[src/rtl/hbus_rxq_pkg.sv]
package hbus_rxq_pkg;
  // register indices decoded from addr[ADDR_W-1:1] when the queue alias is off
  localparam int unsigned IDX_LEVEL  = 1;
  localparam int unsigned IDX_STATUS = 2;
  // status word bit positions
  localparam int unsigned ST_UNDER   = 0;
  localparam int unsigned ST_EMPTY   = 1;
endpackage

[src/rtl/hbus_strobe_sync.sv]
module hbus_strobe_sync #(
  parameter int unsigned STAGES = 2
) (
  input  logic clk,
  input  logic rst,
  input  logic cs_n,
  input  logic rd_n,
  input  logic busy,
  output logic start,
  output logic stop
);
  logic [STAGES-1:0] sh;
  logic              act;

  always_ff @(posedge clk) begin
    if (rst) sh <= '0;
    else     sh <= {sh[STAGES-2:0], (~cs_n & ~rd_n)};
  end

  assign act   = sh[STAGES-1];
  assign start = act & ~busy;
  assign stop  = ~act & busy;
endmodule

[src/rtl/hbus_read_mux.sv]
module hbus_read_mux
  import hbus_rxq_pkg::*;
#(
  parameter int unsigned DATA_W = 32,
  parameter int unsigned ADDR_W = 7,
  parameter int unsigned LVL_W  = 8
) (
  input  logic              sel,
  input  logic [ADDR_W-1:0] addr,
  input  logic              mode16,
  input  logic [DATA_W-1:0] head,
  input  logic              empty,
  input  logic [LVL_W-1:0]  level,
  input  logic              underrun,
  output logic [DATA_W-1:0] word
);
  localparam int unsigned HALF = DATA_W / 2;
  localparam int unsigned IDXW = ADDR_W - 1;

  logic [DATA_W-1:0] full;
  logic [IDXW-1:0]   idx;

  assign idx = addr[ADDR_W-1:1];

  always_comb begin
    full = '0;
    if (sel) begin
      if (!empty) full = head;
    end else if (idx == IDXW'(IDX_LEVEL)) begin
      full[LVL_W-1:0] = level;
    end else if (idx == IDXW'(IDX_STATUS)) begin
      full[ST_UNDER] = underrun;
      full[ST_EMPTY] = empty;
    end
  end

  always_comb begin
    word = full;
    if (mode16) begin
      word = '0;
      word[HALF-1:0] = addr[0] ? full[DATA_W-1:HALF] : full[HALF-1:0];
    end
  end
endmodule

[src/rtl/hbus_rxq_port.sv]
module hbus_rxq_port
  import hbus_rxq_pkg::*;
#(
  parameter int unsigned DATA_W      = 32,
  parameter int unsigned ADDR_W      = 7,
  parameter int unsigned LVL_W       = 8,
  parameter int unsigned SYNC_STAGES = 2
) (
  input  logic              clk,
  input  logic              rst,
  input  logic              cs_n,
  input  logic              rd_n,
  input  logic              fifo_sel,
  input  logic [ADDR_W-1:0] addr,
  input  logic              bus16,
  input  logic [DATA_W-1:0] fifo_head,
  input  logic              fifo_empty,
  input  logic [LVL_W-1:0]  fifo_level,
  output logic              fifo_pop,
  output logic [DATA_W-1:0] dout,
  output logic              oe_lo,
  output logic              oe_hi
);
  localparam int unsigned HALF = DATA_W / 2;
  localparam int unsigned IDXW = ADDR_W - 1;

  logic              start, stop;
  logic [DATA_W-1:0] word;
  logic              underrun;
  logic              sel_l, mode_l, a1_l, empty_l, stat_l;
  logic              pops_here;

  hbus_strobe_sync #(.STAGES(SYNC_STAGES)) u_sync (
    .clk   (clk),
    .rst   (rst),
    .cs_n  (cs_n),
    .rd_n  (rd_n),
    .busy  (oe_lo),
    .start (start),
    .stop  (stop)
  );

  hbus_read_mux #(.DATA_W(DATA_W), .ADDR_W(ADDR_W), .LVL_W(LVL_W)) u_mux (
    .sel      (fifo_sel),
    .addr     (addr),
    .mode16   (bus16),
    .head     (fifo_head),
    .empty    (fifo_empty),
    .level    (fifo_level),
    .underrun (underrun),
    .word     (word)
  );

  // a queue read consumes a word only on its last (or only) access
  assign pops_here = sel_l & (~mode_l | a1_l);

  always_ff @(posedge clk) begin
    if (rst) begin
      dout     <= '0;
      oe_lo    <= 1'b0;
      oe_hi    <= 1'b0;
      fifo_pop <= 1'b0;
      underrun <= 1'b0;
      sel_l    <= 1'b0;
      mode_l   <= 1'b0;
      a1_l     <= 1'b0;
      empty_l  <= 1'b0;
      stat_l   <= 1'b0;
    end else begin
      fifo_pop <= 1'b0;
      if (start) begin
        dout    <= word;
        oe_lo   <= 1'b1;
        oe_hi   <= ~bus16;
        sel_l   <= fifo_sel;
        mode_l  <= bus16;
        a1_l    <= addr[0];
        empty_l <= fifo_empty;
        stat_l  <= (addr[ADDR_W-1:1] == IDXW'(IDX_STATUS));
      end else if (stop) begin
        oe_lo <= 1'b0;
        oe_hi <= 1'b0;
        if (pops_here) begin
          if (empty_l) underrun <= 1'b1;
          else         fifo_pop <= 1'b1;
        end else if (!sel_l && stat_l) begin
          underrun <= 1'b0;
        end
      end
    end
  end

  // one pop per cycle, issued as the cycle closes
  a_r3_single_pop: assert property (@(posedge clk) disable iff (rst)
    fifo_pop |=> !fifo_pop);
  a_r3_pop_at_end: assert property (@(posedge clk) disable iff (rst)
    fifo_pop |-> (!oe_lo && $past(oe_lo)));
  // an underrun never coincides with a pop
  a_r5_no_pop_on_underrun: assert property (@(posedge clk) disable iff (rst)
    $rose(underrun) |-> !fifo_pop);
  // upper lane only with lower lane, and upper data zero in narrow mode
  a_r4_hi_with_lo: assert property (@(posedge clk) disable iff (rst)
    oe_hi |-> oe_lo);
  a_r4_upper_zero: assert property (@(posedge clk) disable iff (rst)
    (oe_lo && mode_l) |-> (dout[DATA_W-1:HALF] == '0));
  // data held while driven
  a_r8_hold: assert property (@(posedge clk) disable iff (rst)
    (oe_lo && $past(oe_lo)) |-> $stable(dout));
endmodule

[config.mk]
export PLATFORM = sky130hd
export DESIGN_NAME = hbus_rxq_port
export DESIGN_NICKNAME = d
export VERILOG_FILES = /design/src/rtl/hbus_rxq_pkg.sv /design/src/rtl/hbus_strobe_sync.sv /design/src/rtl/hbus_read_mux.sv /design/src/rtl/hbus_rxq_port.sv
export SDC_FILE = /design/constraint.sdc
export NUM_CORES = 1
export LEC_CHECK = 0
export BUFFER_PORTS_ARGS = -buffer_cell sky130_fd_sc_hd__buf_2
export CAP_MARGIN = 20
export CORE_ASPECT_RATIO = 0.9
export CORE_MARGIN = 3
export CORE_UTILIZATION = 46
export DETAILED_ROUTE_END_ITERATION = 10
export GPL_TIMING_DRIVEN = 0
export PLACE_DENSITY = 0.81
export SETUP_SLACK_MARGIN = 0.05
export SLEW_MARGIN = 0
export SYNTH_ARGS = -nofsm -noshare
export SYNTH_HDL_FRONTEND = slang
export SYNTH_SLANG_ARGS = --single-unit
export TNS_END_PERCENT = 100
[constraint.sdc]
create_clock -name clk -period 2.1 [get_ports clk]
set_clock_uncertainty 0.15 [all_clocks]
set_input_delay 0.42 -clock clk [delete_from_list [all_inputs] [get_ports clk]]
set_output_delay 0.42 -clock clk [all_outputs]
set_load 0.01 [all_outputs]
==> results.md, run 1 <==
- Setup Viol. Count Final: 0
- Routability cong.: ~0.81
- Worst min path class: in -> reg
- Unrepaired setup endpoints after global routing: false
- Seq/Total Area, Yosys: 0.439
- Commonest non-fill, non-tap cells in the layout: 95 x buf_2, 43 x dfxtp_1, 24 x nor2_1
- Antenna diodes: 0
- Buffers on Ports: 88
- Worst slew margin: 0.670
- Net Switching: between 300 and 400 uW
- CTS Sinks: 43
- Min Hold Slack: around 0.12 ns
- GR Util All Layers: 0.216
- Cell Area, Synth: 0.00196 mm2
- CP top delay family: flip-flops
- FP Rows: 21
- Layout area overhead: 30.6%
- Initial Util: 0.501
- WL final: about 5400 um
- FF-to-FF path depth: 6
- Total power: between 1500 and 2000 uW
- Min-delay src: cs_n
- Yosys warns: 0
- Die W: 74.8 um
- Antenna-violating nets left: 0
- Total number of vias: approximately 2000
- Wire length per cell: ~15 um
- MaxCap Viol Count: 0
- Most common cell after layout, fill and taps aside: buf_2
- Overflow after GRT: 0
- First-pass GRT wire length: approximately 8400 um
- Nets: 367
- Peak supply drop: 0.000430 V
- Worst Setup Slack, final: slightly below 0.4 ns
- Post-layout min period: 1.71 ns
- Worst flop-to-flop path startpoint: oe_lo
- Worst hold stages: 2
- Syn Area/Cell: a little over 9 um2
- Leakage: about 0.0012 uW
- Post-synth top area share: 0.439
- Gates resized, CTS repair: 0
- Critical path type: reg -> reg
- Status: finished clean
- Count of cell types in the netlist: 37
- Core area: 0.00392 mm2
- Vias in the first global route: 1858
- Hold EP: u_sync.sh[0]
- Initial antenna violation count: 0
- #FFs+latches synth: 43
- Root Driver: clkbuf_8
- Reg-to-reg setup timing slack: a little under 0.4 ns
- Comb pwr share: 0.107
- Final worst-path cycle share: 0.812
- Synth area leader: dfxtp_1
- WP data arrival: about 1.7 ns
- I/O pin total: just under 90
- Drt pass-1 iters: 4
- Die area: 0.00508 mm2
- CTS clk-pin slew, worst paths: roughly 0.080 ns
- Setup TNS: 0 ns
- TritonCTS clock tree: done
- CP bufs+invs: 2
- Sw Ratio: 0.229
- Slowest CP cell: dfxtp_1
- Crit path launch type: register
- Clock latency on the worst-skew pair: approximately 0.30 ns
- Stages on worst setup path: 6
- Layout cells sized above 1: 0.370
- Post-Syn Instances: ~220
- H-tree levels: 2
- Non-Filler Instances: 357
- Syn nets: between 200 and 300
- Largest stage delay on the critical path: about 0.34 ns
- Required @ worst endpoint: around 2.1 ns
- Pin slew with the least headroom to its limit: a little under 0.5 ns
- Vias/cell: ~5.5
- Power per cell area: 635 mW/mm2
- Internal power: about 1300 uW
- Die H: approximately 68 um
- Reg power frac: 0.510
- Post-CTS Setup Bufs: 0
- Crit. End Element: register
- Hold Vio Cnt, Final: 0
- First-iteration detailed-routing DRC count: 107
- Maximum clock rate: ~0.6 GHz
- CTS Hold Bufs: 0
- HPWL after DPL: ~4000 um
- Max FO, Critical Path: 10
- Pins Over Slew Limit: 0
- Largest net degree at the start of global routing: 13
- CTS buffer count: 5
- Placed insts: 350
- Pre-CTS WS: roughly 0.36 ns
- Reg2reg end: dout[1]
- Worst-path cell chain: inv_1 > ha_1 > buf_2 > nand3_1 > o221ai_1 > a31oi_1
- Area contributors post-synth: dfxtp_1 44%, a22oi_1 6.1%, a21oi_1 5.6%
- Buffers from clock root to sink, at most: 2
- Clk pwr share: 0.383
- DRC viols: 0
## final cells by class
class                      instances  area [um2]
fill                             359        1350
multi-input combinational        150         975
sequential                        43         861
timing repair buffer              88         440
buffer                            19         110
clock buffer                       6        72.6
tap                               46        57.6
clock inverter                     1        30.0
inverter                           4        15.0
## layer usage
metal  vias to the layer above  wire length [um]  global-route usage
met5                         -                 0                   0
met1                       896              2350               0.268
li1                        979                 -                   -
met3                        11               441              0.0587
met2                        77              2510               0.353
met4                         0                76              0.0911
## synth_stat cells, drive strengths merged
master / instances
dfxtp: 43
nor2: 24
a21oi: 22
a22oi: 16
buf: 12
nand3: 10
o21ai: 9
a21boi: 8
and3: 8
nand2: 8
and3b: 7
clkbuf: 7
o221ai: 6
inv: 4
mux2i: 4
nand2b: 3
nor2b: 3
nor3b: 3
nor4: 3
a221oi: 2
a222oi: 2
a31oi: 2
and4bb: 2
ha: 2
nor3: 2
a21bo: 1
nand4: 1
nand4b: 1
nor4bb: 1
## flip-flops by register name, indices dropped and copies added (netlist names)
name / flops
a1_l: 1
oe_lo: 1
mode_l: 1
empty_l: 1
stat_l: 1
underrun: 1
oe_hi: 1
sel_l: 1
fifo_pop: 1
u_sync.sh: 2
dout: 32
## cell families (layout without fill, tap and decap cells)
family | after synthesis | count (layout) | synth area share
multiplexers | 4 | 4 | 0.0204
flip-flops | 43 | 43 | 0.439
adder cells (fa/ha/maj) | 2 | 2 | 0.0128
AO/OA/AOI/OAI | 68 | 68 | 0.232
buffers and inverters | 23 | 118 | 0.0638
AND/OR/NAND/NOR | 76 | 76 | 0.232
## how the worst max path moves through the flow
stage                 start  endpoint  slack, ns
finish                oe_lo   dout[1]       0.39
global route          oe_lo   dout[1]       0.21
CTS                   oe_lo   dout[0]       0.41
detailed placement  addr[0]   dout[1]       0.36
global placement    addr[0]   dout[0]       0.37
floorplan             oe_lo  dout[17]       0.51
## power groups by stage
stage               logic (uW)  clock network, uW  registers, uW
floorplan                 80.2                  0            851
global placement           171                  0            848
detailed placement         171                  0            848
CTS                        173                628            829
global route               191                647            830
finish                     174                622            829
## through the flow
| step | util | cell area [um2] |
|---|---|---|
| 2_1_floorplan | - | 1960 |
| 3_3_place_gp | 0.628 | 2460 |
| 3_5_place_dp | 0.628 | 2460 |
| 4_1_cts | 0.654 | 2560 |
| 5_1_grt | 0.654 | 2560 |
| 6_report | 0.654 | 2560 |
No activity file was read; power rests on OpenSTA's default activity.
==> inputs of run 2 (changes only) <==
==> constraint.sdc (replaced) <==
create_clock -name clk -period 1.8 [get_ports clk]
set_clock_uncertainty 0.15 [all_clocks]
set_input_delay 0.36 -clock clk [delete_from_list [all_inputs] [get_ports clk]]
set_output_delay 0.36 -clock clk [all_outputs]
set_load 0.01 [all_outputs]
==> results.md, run 2 (synthesis results as in run 1) <==
- Slowest CP cell: a222oi_1
- CP top delay family: compound AO/OA/AOI/OAI gates
- Net Switching: 436 uW (+17%)
- Die W: 74.8 um (unchanged)
- Setup TNS: 0 ns (unchanged)
- Biggest regs: dout: 32 flops, u_sync.sh: 2 flops
- Worst min path class: in -> reg
- Unrepaired setup endpoints after global routing: false
- Area of the multi-input gates: 982 um2 (+0.77%)
- Worst Setup Slack, final: 0.177 ns (-0.217 ns)
- Layout area overhead: 31.5%
- Initial Util: 0.501 (unchanged)
- First-pass GRT wire length: 8360 um (unchanged)
- Peak supply drop: 0.000501 V (+17%)
- Worst hold stages: 2 (unchanged)
- Placed insts: 350 (unchanged)
- I/O pin total: 89 (unchanged)
- Die area: 0.00508 mm2 (unchanged)
- Reg power frac: 0.510 (about the same)
- Power per cell area: 736 mW/mm2 (+16%)
- Vias/cell: 5.54 (+0.76%)
- Total number of vias: 1978 (+0.76%)
- Leakage: 0.00118 uW (+0.21%)
- Critical path type: reg -> reg
- Fillers: 358 (-0.28%)
- First-iteration detailed-routing DRC count: 125 (+17%)
- Clk pwr share: 0.382 (about the same)
- H-tree levels: 2 (unchanged)
- Antenna diodes: 0 (unchanged)
- Most common cell after layout, fill and taps aside: buf_2
- Internal power: 1460 uW (+17%)
- WL final: 5440 um (+1.1%)
- CTS Sinks: 43 (unchanged)
- Crit. End Element: register
- Overflow after GRT: 0 (unchanged)
- Maximum clock rate: 0.616 GHz (+5.1%)
- Worst slew margin: 0.676 (+0.00547)
- Root Driver: clkbuf_8
- Fin util: 0.659 (+0.00447)
- CTS buffer count: 5 (unchanged)
- FP Rows: 21 (unchanged)
- Core area: 0.00392 mm2 (unchanged)
- Pins Over Slew Limit: 0 (unchanged)
- Initial antenna violation count: 0 (unchanged)
- Largest stage delay on the critical path: 0.37 ns (+0.03 ns)
- Largest net degree at the start of global routing: 13 (unchanged)
- Required @ worst endpoint: 1.82 ns (-0.30 ns)
- Pre-CTS WS: 0.124 ns (-0.240 ns)
- Pin slew with the least headroom to its limit: 0.487 ns (-0.00821 ns)
- Routability cong.: 0.809 (unchanged)
- Largest Register: dout
- Commonest non-fill, non-tap cells in the layout: 93 x buf_2, 42 x dfxtp_1, 24 x nor2_1
- TritonCTS clock tree: done
- Post-CTS Setup Bufs: 0 (unchanged)
- Hold Vio Cnt, Final: 0 (unchanged)
- GR Util All Layers: 0.216 (unchanged)
- Post-layout min period: 1.62 ns (-0.0831 ns)
- Worst-path cell chain: inv_1 > ha_2 > buf_6 > inv_2 > a222oi_1 > a31oi_1
- Buffers on Ports: 88 (unchanged)
- CP bufs+invs: 3 (+1)
- Clock latency on the worst-skew pair: 0.30 ns (about the same)
- Antenna-violating nets left: 0 (unchanged)
- Buffers from clock root to sink, at most: 2 (unchanged)
- Die H: 67.9 um (unchanged)
- Status: finished clean
- DRC viols: 0 (unchanged)
- Nets: 367 (unchanged)
- MaxCap Viol Count: 0 (unchanged)
- Crit path launch type: register
- Drt pass-1 iters: 5 (+1)
- CTS clk-pin slew, worst paths: 0.08 ns (about the same)
- WP data arrival: 1.64 ns (-0.08 ns)
- Max FO, Critical Path: 10 (unchanged)
- Sw Ratio: 0.229 (+0.000405)
- Sequential Area: 862 um2 (+0.15%)
- FF-to-FF path depth: 6 (unchanged)
- Final worst-path cycle share: 0.901 (+0.0892)
- HPWL after DPL: 4040 um (unchanged)
- Setup Viol. Count Final: 0 (unchanged)
- Vias in the first global route: 1858 (unchanged)
- Wire length per cell: 15.2 um (+1.1%)
- Layout cells sized above 1: 0.379 (+0.00965)
- Stages on worst setup path: 6 (unchanged)
- Comb pwr share: 0.108 (about the same)
- Max reg flops: 32 (unchanged)
- Non-Filler Instances: 357 (unchanged)
[run 2: changes by cell type in the layout (fill, tap and decap cells not counted), sizes merged]
| cell | before | now |
|---|---|---|
| buf | 100 | 99 |
| clkbuf | 13 | 14 |
[run 2: cell type report]
type,count,share of cell area
Clock buffer,6,0.0281
Inverter,4,0.00582
Clock inverter,1,0.0116
Buffer,19,0.0461
Sequential cell,43,0.334
Timing Repair Buffer,88,0.171
Tap cell,46,0.0223
Multi-Input combinational cell,150,0.381
[run 2: power groups by stage]
| stage | registers [uW] | clock network, uW | logic [uW] |
|---|---|---|---|
| final | 968 | 726 | 206 |
| after global routing | 969 | 755 | 225 |
| after CTS | 968 | 733 | 202 |
| after detailed placement | 990 | 0 | 200 |
| after global placement | 990 | 0 | 199 |
| after floorplan | 993 | 0 | 93.5 |
[run 2: layer usage]
layer  global-route usage  vias up  wire [um]
met1                0.268      900       2400
met5                    0        -          0
met3               0.0587       11        420
met4               0.0911        0         80
li1                     -      983          -
met2                0.353       84       2540
[run 2: worst paths after layout]
check                                   from      endpoint  slack (ns)
worst min register to register  u_sync.sh[0]  u_sync.sh[1]        0.30
worst min-delay path                    cs_n  u_sync.sh[0]        0.06
worst max-delay path                   oe_lo       dout[0]        0.18
worst max register to register         oe_lo       dout[0]        0.18
[run 2: repair_timing]
action / in CTS / in global routing
hold buffers: 0 / 0
gates resized for setup: 0 / 7
endpoints found under the setup margin: 0 / 29
[run 2: per-stage QoR]
step | cell area (um2) | hold slack, ns | power (uW)
after floorplan | 1960 | 0.264 | 1090
after global placement | 2460 | 0.266 | 1190
after detailed placement | 2460 | 0.288 | 1190
after CTS | 2560 | 0.0477 | 1900
after global routing | 2580 | 0.0584 | 1950
final | 2580 | 0.0551 | 1900
==> inputs of run 3 (changes only) <==
--- a/config.mk
+++ b/config.mk
@@ -9,10 +9,11 @@
 export CAP_MARGIN = 20
 export CORE_ASPECT_RATIO = 0.9
 export CORE_MARGIN = 3
-export CORE_UTILIZATION = 46
+export CORE_UTILIZATION = 48
+export CTS_BUF_LIST = sky130_fd_sc_hd__clkbuf_4 sky130_fd_sc_hd__clkbuf_8
 export DETAILED_ROUTE_END_ITERATION = 10
 export GPL_TIMING_DRIVEN = 0
-export PLACE_DENSITY = 0.81
+export PLACE_DENSITY = 0.84
 export SETUP_SLACK_MARGIN = 0.05
 export SLEW_MARGIN = 0
 export SYNTH_ARGS = -nofsm -noshare
==> constraint.sdc (replaced) <==
create_clock -name clk -period 1.8 [get_ports clk]
set_clock_uncertainty 0.15 [all_clocks]
set_input_delay 0.09 -clock clk [delete_from_list [all_inputs] [get_ports clk]]
set_output_delay 0.09 -clock clk [all_outputs]
set_load 0.01 [all_outputs]
==> results.md, run 3 (synthesis results as in run 1) <==
- Reg2reg end: dout[22]
- Worst-path cell chain: inv_1 > ha_1 > and4bb_2 > buf_6 > buf_6 > a22oi_1 > nor2_1
- Final worst-path cycle share: 0.923 (+0.0212)
- Routability cong.: 0.829 (+2.5%)
- CP bufs+invs: 3 (unchanged)
- Placed insts: 350 (unchanged)
- Largest Register: dout
- Required @ worst endpoint: 1.82 ns (about the same)
- Wire length per cell: 15.3 um (+0.18%)
- MaxCap Viol Count: 0 (unchanged)
- Initial antenna violation count: 0 (unchanged)
- Drt pass-1 iters: 5 (unchanged)
- Min-delay src: fifo_head[3]
- Antenna diodes: 0 (unchanged)
- Status: finished clean
- CTS buffer count: 5 (unchanged)
- Buffers from clock root to sink, at most: 2 (unchanged)
- Post-layout min period: 1.66 ns (+0.0381 ns)
- Worst slew margin: 0.676 (about the same)
- TritonCTS clock tree: done
- Critical path type: reg -> reg
- Biggest regs: dout: 32 flops, u_sync.sh: 2 flops
- Worst flop-to-flop path startpoint: oe_lo
- Non-Filler Instances: 390 (+9.2%)
- Die H: 66.6 um (-1.9%)
- Largest stage delay on the critical path: 0.37 ns (about the same)
- Unrepaired setup endpoints after global routing: true
- HPWL after DPL: 4090 um (+1.3%)
- Total number of vias: 2178 (+10%)
- Max FO, Critical Path: 10 (unchanged)
- Setup TNS: 0 ns (unchanged)
- CP top delay family: flip-flops
- DRC viols: 0 (unchanged)
- Crit path top cell by count: buf_6
- Vias/cell: 5.58 (+0.79%)
- I/O pin total: 89 (unchanged)
- Hold EP: dout[3]
- Vias in the first global route: 2092 (+13%)
- Pre-CTS WS: 0.146 ns (+0.0220 ns)
- Largest net degree at the start of global routing: 13 (unchanged)
- Pin slew with the least headroom to its limit: 0.486 ns (-0.000660 ns)
- Hold Vio Cnt, Final: 0 (unchanged)
- Worst hold stages: 3 (+1)
- Peak supply drop: 0.000490 V (-2.2%)
- WL final: 5960 um (+9.4%)
- Maximum clock rate: 0.602 GHz (-2.3%)
- WP data arrival: 1.68 ns (+0.04 ns)
- Leakage: 0.00132 uW (+12%)
- First-iteration detailed-routing DRC count: 202 (+62%)
- Crit path launch type: register
- Max Used Layer: met4
- Post-CTS Setup Bufs: 0 (unchanged)
- Nets: 400 (+9.0%)
- First-pass GRT wire length: 9570 um (+15%)
- Initial Util: 0.515 (+0.0138)
- Buffers on Ports: 88 (unchanged)
- Die area: 0.00489 mm2 (-3.8%)
- Metal1 wirelength: 2440 um (+1.7%)
- Stages on worst setup path: 7 (+1)
- DR WL met3: 553 um (+32%)
- FP Rows: 21 (unchanged)
- Crit. End Element: register
- CTS clk-pin slew, worst paths: 0.08 ns (about the same)
- Clock latency on the worst-skew pair: 0.29 ns (about the same)
- Slowest CP cell: dfxtp_1
- Layout area overhead: 47.4%
- Max reg flops: 32 (unchanged)
- Reg-to-reg setup timing slack: 0.14 ns (-0.04 ns)
- H-tree levels: 2 (unchanged)
- Overflow after GRT: 0 (unchanged)
- Commonest non-fill, non-tap cells in the layout: 92 x buf_2, 43 x dfxtp_1, 33 x dlygate4sd3_1
- Die W: 73.4 um (-1.9%)
- GR Util All Layers: 0.253 (+0.0373)
- Antenna-violating nets left: 0 (unchanged)
- Setup Viol. Count Final: 0 (unchanged)
- Root Driver: clkbuf_8
- Core area: 0.00381 mm2 (-2.7%)
- Min Hold Slack: 0.0925 ns (+0.0374 ns)
- Worst Setup Slack, final: 0.139 ns (-0.0381 ns)
- Layout cells sized above 1: 0.340 (-0.0393)
- Worst min path class: in -> reg
- FF-to-FF path depth: 7 (+1)
- Pins Over Slew Limit: 0 (unchanged)
- Power per cell area: 639 mW/mm2 (-13%)
- CTS Sinks: 43 (unchanged)
- Most common cell after layout, fill and taps aside: buf_2
- Met2 wire len: 2840 um (+12%)
## run 3: cell count changes in the layout (fill, tap and decap cells not counted)
cell,previous run,this run
dfxtp_1,42,43
buf_4,2,4
bufinv_16,1,0
buf_2,93,92
dlygate4sd3_1,0,33
buf_6,4,3
dfxtp_2,1,0
clkbuf_8,5,6
clkinv_2,0,1
ha_2,1,0
ha_1,1,2
clkbuf_1,8,7
## run 3: worst max-delay path by stage
stage                      from  slack, ns        to
after floorplan           oe_lo       0.21  dout[17]
after global placement    oe_lo       0.14   dout[0]
after detailed placement  oe_lo       0.15   dout[4]
after CTS                 oe_lo       0.12   dout[4]
after global routing      oe_lo       0.05  dout[25]
final                     oe_lo       0.14  dout[22]
## run 3: through the flow
stage	util	power (uW)	cell area, um2
final	0.758	1850	2890
after global placement	0.645	1190	2460
after detailed placement	0.645	1190	2460
after CTS	0.755	1850	2880
after global routing	0.758	1920	2890
after floorplan	-	1090	1960
## run 3: layer usage
metal / global-route usage / up-vias
li1: - / 1049
met1: 0.318 / 981
met2: 0.424 / 132
met3: 0.0588 / 16
met4: 0.0860 / 0
met5: 0 / -
## run 3: tightest hold or removal path, stage by stage
cell and delay [ns]:
buf_2 0.08, a221oi_1 0.06, nor4_1 0.24
## run 3: area by class of cell
cell class                      count  area (um2)
Buffer                             19         118
Clock buffer                        6        82.6
Clock inverter                      1        5.00
Fill cell                         281         921
Inverter                            4        15.0
Multi-Input combinational cell    150         980
Sequential cell                    43         861
Tap cell                           46        57.6
Timing Repair Buffer              121         771
## run 3: power breakdown
part	total (uW)	internal, uW	leakage, uW	switching, uW
Clock	615	301	0.0000470	314
Combinational	264	141	0.000925	123
Sequential	968	962	0.000347	6.20
## run 3: what timing repair did
| action | CTS | global route |
|---|---|---|
| hold buffers | 33 | 0 |
| endpoints found under the setup margin | 0 | 27 |
| endpoints found under the hold margin | 24 | 0 |
| gates resized for setup | 0 | 6 |
